## config.mk

```make
export PLATFORM = sky130hd
export DESIGN_NAME = tape_byte_port
export DESIGN_NICKNAME = d
export VERILOG_FILES = /design/src/rtl/tape_byte_port.sv
export SDC_FILE = /design/constraint.sdc
export NUM_CORES = 1
export LEC_CHECK = 0
export BUFFER_PORTS_ARGS = -buffer_cell sky130_fd_sc_hd__buf_2
export CAP_MARGIN = 10
export CORE_ASPECT_RATIO = 1.2
export CORE_MARGIN = 2
export CORE_UTILIZATION = 50
export CTS_BUF_LIST = sky130_fd_sc_hd__clkbuf_8
export DETAILED_ROUTE_END_ITERATION = 8
export PLACE_DENSITY = 0.79
export SYNTH_ARGS = -nofsm -noshare
export SYNTH_HDL_FRONTEND = slang
export SYNTH_SLANG_ARGS = --single-unit
```

## constraint.sdc

```tcl
create_clock -name clk -period 2.8 [get_ports clk]
set_input_delay 0.42 -clock clk [delete_from_list [all_inputs] [get_ports clk]]
set_output_delay 0.42 -clock clk [all_outputs]
set_load 0.05 [all_outputs]
```

## src/rtl/tape_byte_port.sv

```systemverilog
module tape_byte_port #(
  parameter int REC_LAT   = 1000,
  parameter int BYTE_LAT  = 10,
  parameter int MAX_BYTES = 4096,
  parameter int LEN_W     = 16
) (
  input  logic             clk,
  input  logic             rst_n,
  input  logic             start,
  input  logic             start_wr,
  input  logic [LEN_W-1:0] start_len,
  input  logic             host_rd,
  input  logic             host_wr,
  input  logic [7:0]       host_wdata,
  output logic [7:0]       host_rdata,
  input  logic [7:0]       src_data,
  output logic             src_take,
  output logic             snk_valid,
  output logic [7:0]       snk_data,
  output logic             rec_end,
  output logic [LEN_W-1:0] rec_count,
  output logic             busy,
  output logic             err,
  output logic             irq,
  output logic             xfer
);
  localparam int LAT_MAX = (REC_LAT > BYTE_LAT) ? REC_LAT : BYTE_LAT;
  localparam int TW = $clog2(LAT_MAX + 1);
  localparam logic [TW-1:0] REC_LOAD  = TW'(REC_LAT - 1);
  localparam logic [TW-1:0] BYTE_LOAD = TW'(BYTE_LAT - 1);
  localparam logic [LEN_W-1:0] MAX_CNT = LEN_W'(MAX_BYTES);

  typedef enum logic [1:0] {S_IDLE, S_WAIT, S_BYTE, S_STOP} st_t;

  st_t              st;
  logic [TW-1:0]    tmr;
  logic             wr_dir;
  logic [LEN_W-1:0] len_q;
  logic [LEN_W-1:0] cnt;
  logic [7:0]       dreg;

  wire tick     = (st == S_WAIT || st == S_BYTE) && (tmr == '0);
  wire rd_load  = tick && !wr_dir && (cnt < len_q);
  wire wr_take  = tick && wr_dir && busy;
  wire rec_done = tick && !rd_load && !wr_take;
  wire host_hit = xfer && (host_rd || host_wr);

  assign xfer       = (st != S_IDLE);
  assign src_take   = rd_load;
  assign host_rdata = dreg;

  always_ff @(posedge clk) begin
    if (!rst_n) begin
      st        <= S_IDLE;
      tmr       <= '0;
      wr_dir    <= 1'b0;
      len_q     <= '0;
      cnt       <= '0;
      dreg      <= '0;
      busy      <= 1'b1;
      err       <= 1'b0;
      irq       <= 1'b0;
      snk_valid <= 1'b0;
      snk_data  <= '0;
      rec_end   <= 1'b0;
      rec_count <= '0;
    end else begin
      irq       <= 1'b0;
      snk_valid <= 1'b0;
      rec_end   <= 1'b0;
      if (tmr != '0) tmr <= tmr - 1'b1;
      if (start && st == S_IDLE) begin
        st     <= S_WAIT;
        tmr    <= REC_LOAD;
        wr_dir <= start_wr;
        len_q  <= start_len;
        cnt    <= '0;
        busy   <= !start_wr;
        err    <= 1'b0;
      end else begin
        if (rd_load) begin
          if (!busy) err <= 1'b1;
          dreg <= src_data;
          cnt  <= cnt + 1'b1;
          busy <= 1'b0;
          irq  <= 1'b1;
          st   <= S_BYTE;
          tmr  <= BYTE_LOAD;
        end
        if (wr_take) begin
          if (cnt < MAX_CNT) begin
            snk_valid <= 1'b1;
            snk_data  <= dreg;
            cnt       <= cnt + 1'b1;
          end
          busy <= 1'b0;
          irq  <= 1'b1;
          st   <= S_BYTE;
          tmr  <= BYTE_LOAD;
        end
        if (rec_done) begin
          st   <= S_STOP;
          tmr  <= REC_LOAD;
          busy <= 1'b0;
          if (wr_dir && cnt != '0) begin
            rec_end   <= 1'b1;
            rec_count <= cnt;
          end
        end
        if (st == S_STOP && tmr == '0) st <= S_IDLE;
        if (host_hit) busy <= 1'b1;
        if (host_wr && wr_dir && st == S_STOP) err <= 1'b1;
      end
      if (host_wr && !(rd_load && !(start && st == S_IDLE))) dreg <= host_wdata;
    end
  end
endmodule

```

Word level (Yosys, flattened, before mapping)
Index checks and enable logic that the tools add are counted.
{ "op_classes": {"mux": 28, "n_bitwise": 4, "order_cmp": 2, "n_eq_ne": 5, "n_reduce_logical": 45, "n_addsub": 2} }
{ "op_table": {"columns": ["op", "count"], "rows": [
  ["$mux 10", 5],
  ["$mux 16", 3],
  ["$mux 8", 3],
  ["$add 16x1->16 const B", 1],
  ["$lt 16x13->1 const B", 1],
  ["$lt 16x16->1", 1],
  ["$reduce_bool 16->1", 1],
  ["$logic_and 1x1->1", 15],
  ["$reduce_bool 5->1", 3],
  ["$mux 1", 14],
  ["$reduce_or 3->1", 4],
  ["$logic_not 10->1", 1],
  ["$reduce_bool 10->1", 1],
  ["$sub 10x1->10 const B", 1],
  ["$logic_not 1->1", 6],
  ["$mux 2", 3],
  ["$reduce_and 3->1", 2],
  ["$reduce_bool 2->1", 3],
  ["$reduce_bool 3->1", 2],
  ["$reduce_or 5->1", 1],
  ["$eq 2x2->1 const B", 2],
  ["$ne 2x1->1 const B", 2],
  ["$not 1->1", 4],
  ["$reduce_and 2->1", 2],
  ["other kinds (4)", 5]
]} }
{ "totals": {"out_inout_bits": 39, "input_bits": 38, "reg_bits": 82, "wordCells": 102} }

Logic depth before layout (Yosys ltp)
{ "depth": {"depth_word": 11, "depth_mapped": 10} }

Worst setup path after synthesis
No wires, ideal clock.
{ "synth_path": {"path_kind": "register to register", "from": "reg cnt[13]", "to": "reg cnt[0]", "n_path_buf": 2, "synth_period_minus_slack_ns": 2.370, "setup_time_ns": 0.070, "required_ns": 2.730, "t_arrival_ns": 2.300, "setup_slack_ns": 0.430, "path_stages_with_launch": 10, "path_cell_list": "dfxtp_1 > ha_1 > nand4_1 > nor3_1 > o21ai_1 > a31oi_1 > buf_2 > buf_2 > o21ai_0 > a21oi_1"} }
{ "synth_between": {"elab_chain_cells": 5, "elab_cells_between_ends": 6, "cone_classes": "order compare (2); mux (3); reduce/logical (1)"} }
{ "synth_lines": {"columns": ["element", "line", "rtl"], "rows": [
  ["start: declaration", "39", "logic [LEN_W-1:0] cnt;"],
  ["start signal: assignment", "84", "cnt <= cnt + 1'b1;"],
  ["start signal: assignment", "94", "cnt <= cnt + 1'b1;"],
  ["$lt 16x16->1", "43", "wire rd_load = tick && !wr_dir && (cnt < len_q);"],
  ["$logic_and 1x1->1", "43", null],
  ["$mux 16", "81", "if (rd_load) begin"],
  ["$mux 16", "91", "if (cnt < MAX_CNT) begin"],
  ["$mux 16 (*)", "90", "if (wr_take) begin"]
]} }
Mark *: on every way between the ends. The rest lies on a longest branch, timed or not.
A chain may end at the register's enable or synchronous reset.

Worst setup path after layout
{ "layout_path": {"from": "reg len_q[13]", "to": "out src_take"} }
{ "layout_between": {"elab_chain_cells": 2} }
{ "layout_lines": {"columns": ["element", "line", "rtl"], "rows": [
  ["start: declaration", "38", "logic [LEN_W-1:0] len_q;"],
  ["start signal: assignment", "76", "len_q <= start_len;"],
  ["$lt 16x16->1", "43", null],
  ["$logic_and 1x1->1", "43", null],
  ["end: declaration", "17", "output logic src_take,"]
]} }
No other way between the ends.

==> impl_metrics.toml <==
[finish]
fin_util_pct = 61.6
layout_commonest_cell = "dfxtp_1"
fillers = 686
final_area_sq_mm = 0.00472
final_layout_size_suffix_gt1_share_pct = 22.0
final_cell_mix = "dfxtp_1 (78), buf_2 (75), nand2_1 (71), a21oi_1 (51), nor2_1 (40)"
fin_nets = 608
n_antenna_cell = 0
layoutNonFillerInstCount = 646
area_growth_pct = 20.4

[floorplan]
ios = 77
rows = 35
die_width_um = 84.9
fp.dieArea_sq_mm = 0.00857
start_util_pct = 51.2
dieHeight_um = 101
core_sq_mm = 0.00766

[grt]
grt_pass1_vias = 3605
grt-ovfl-total = 0
grt_pass1_wl_um = 16600
grt_max_degree = 39
grt_usage_pct = 24.1
antenna_found_initial = 0

[synthesis]
netlist_area_sq_mm = 0.00392
synth_seq_cells = 82
ys_types = 45
synthCells = 469
seq_area_frac_synth_pct = 41.8
synth-main-ff-cell = "dfxtp_1"
async_flop_share_pct = 0
synth.avg_cell_area_sq_um = 8.37
synth_edf_count = 0
ys_warn_count = 0
syn_nets = 528

[sta]
final.setup.tns_ns = 0
slew_headroom_pct = 64.1
slew_violations = 0
fin_skew_ns = 0.0134
hold_viol = 0
worst_slack_ns = 0.0993
rsz0062_at_grt = "no"
timing.hold.ws_ns = 0.296
tightest_slew_ns = 0.536
clock.fmax_ghz = 0.370
finalCriticalPeriod_ns = 2.70
min_period_over_period_pct = 96.5
setup_viol = 0

[critical_path]
critPathKind = "register to output pin"
r2r_setup_slack_ns = 0.27
startpoint_type = "register"
cp.arrival_ns = 2.28
reg2reg_depth = 8
startpoint = "len_q[13]"
timing.rr.end = "cnt[8]"
required_ns = 2.38
critPathMaxFanout = 5
cp-endpoint = "src_take"
r2r-start = "tmr[0]"
cp-end-kind = "output pin"

[pwr]
p_switching_uw = 737
total_leakage_power_nw = 2.10
sw_frac_of_total_pct = 26.4
p_seq_share_pct = 45.3
vdd_drop_max_uv = 386
pwr-share-comb_pct = 14.8
internal-power_mw = 2.06
p_clk_share_pct = 39.9
power_density_mw_per_mm2 = 591
p_total_mw = 2.79

[clock_tree]
cts_tree = "yes"
clkSlewWorstSetupHoldPaths_ns = 0.09
htreeDepth = 3
cts_buffers = 9
cts_buffer_depth = 2
cts_root_buf = "clkbuf_8"
clk_latency_ns = 0.36
cts_sinks = 82

[placed_design]
dp_cells = 629
dp_slack_ns = 0.228
gp_congestion = 0.929
place_area_sq_mm = 0.00443
hpwl_um = 7280
io_buffers = 76

[route]
dr_total_vias = 3700
drc_errors = 0
wl_um = 9990
first_iter_violations = 215
drtPass1Iterations = 5
via_per_inst = 5.73
ant_nets = 0
wire_per_inst_um = 15.5

[flow_run]
drv_cap = 0

[outcome]
status = "completed"

[hold_path]
min_path_type = "input pin to register"
state kept, by name, summed over array words and instances (netlist names):
name	flops
snk_data	8
snk_valid	1
len_q	16
tmr	10
rec_count	16
rec_end	1
host_rdata	8
wr_dir	1
irq	1
cnt	16
err	1
st	2
busy	1
cell type report:
cell class | count | area [sq um] | share of cell area [%]
Clock buffer | 9 | 124 | 2.62
Clock inverter | 7 | 141 | 2.99
Inverter | 32 | 120 | 2.54
Multi-Input combinational cell | 333 | 2080 | 44.1
Sequential cell | 82 | 1650 | 34.9
Tap cell | 92 | 115 | 2.44
Timing Repair Buffer | 91 | 495 | 10.5
power groups by stage:
| stage | logic [mW] | clock network (mW) | registers (mW) |
|---|---|---|---|
| finish | 0.412 | 1.11 | 1.26 |
| global route | 0.456 | 1.19 | 1.27 |
| CTS | 0.410 | 1.13 | 1.26 |
| detailed placement | 0.404 | 0 | 1.29 |
| global placement | 0.394 | 0 | 1.29 |
| floorplan | 0.264 | 0 | 1.31 |
layer usage:
metal | share of wire, % | vias up | track usage [%]
met4 | 3.0 | 0 | 11.0
met3 | 5.9 | 28 | 5.57
met5 | 0 | - | 0
met1 | 41 | 1704 | 28.1
li1 | - | 1822 | -
met2 | 50 | 146 | 42.0
cell usage after synthesis, drive strengths merged, types with 8 or more instances:
| cell type | instances | area share [%] |
|---|---|---|
| a211oi | 12 | 2.3 |
| a21oi | 51 | 6.5 |
| clkbuf | 15 | 1.4 |
| dfxtp | 82 | 42 |
| ha | 21 | 6.7 |
| inv | 32 | 3.1 |
| mux2i | 26 | 6.6 |
| nand2 | 72 | 7.0 |
| nand3 | 13 | 1.7 |
| nor2 | 41 | 3.9 |
| nor3 | 8 | 1.0 |
| nor4 | 9 | 1.8 |
| o21ai | 11 | 1.4 |
| o31ai | 12 | 2.3 |
| or4 | 10 | 1.9 |
cells by family (layout without fill, tap and decap cells):
logic type / after synthesis / count (layout) / synth area share, %
buffers and inverters: 54 / 139 / 5.42
AND/OR/NAND/NOR: 180 / 180 / 22.4
flip-flops: 82 / 82 / 41.8
AO/OA/AOI/OAI: 101 / 101 / 15.8
multiplexers: 26 / 26 / 6.63
adder cells (fa/ha/maj): 21 / 21 / 6.70
XOR/XNOR: 5 / 5 / 1.12
critical path: stages, from the launching register on:
cell,delay [ns]
dfxtp_1,0.36
inv_1,0.05
ha_1,0.32
a211oi_2,0.27
nor2_1,0.13
a31oi_4,0.23
nand4_1,0.22
inv_1,0.11
clkbuf_4,0.23
worst min-delay path by stage:
| stage | depth (start not counted) | slack [ns] | end | from |
|---|---|---|---|---|
| final | 2 | 0.30 | busy | rst_n |
| after global placement | 2 | 0.44 | snk_data[0] | snk_data[0] |
| after CTS | 3 | 0.29 | len_q[15] | start_len[15] |
| after floorplan | 2 | 0.44 | len_q[10] | len_q[10] |
| after detailed placement | 2 | 0.44 | snk_data[5] | snk_data[5] |
| after global routing | 2 | 0.28 | busy | rst_n |
repair_timing:
item                                    CTS  global route
pin swaps                                 1             0
setup buffers                             1             0
endpoints found under the setup margin    1             1
gates resized for setup                   4             5
endpoints found under the hold margin     0             0
hold buffers                              0             0
Power figures use the tool's default switching activity.
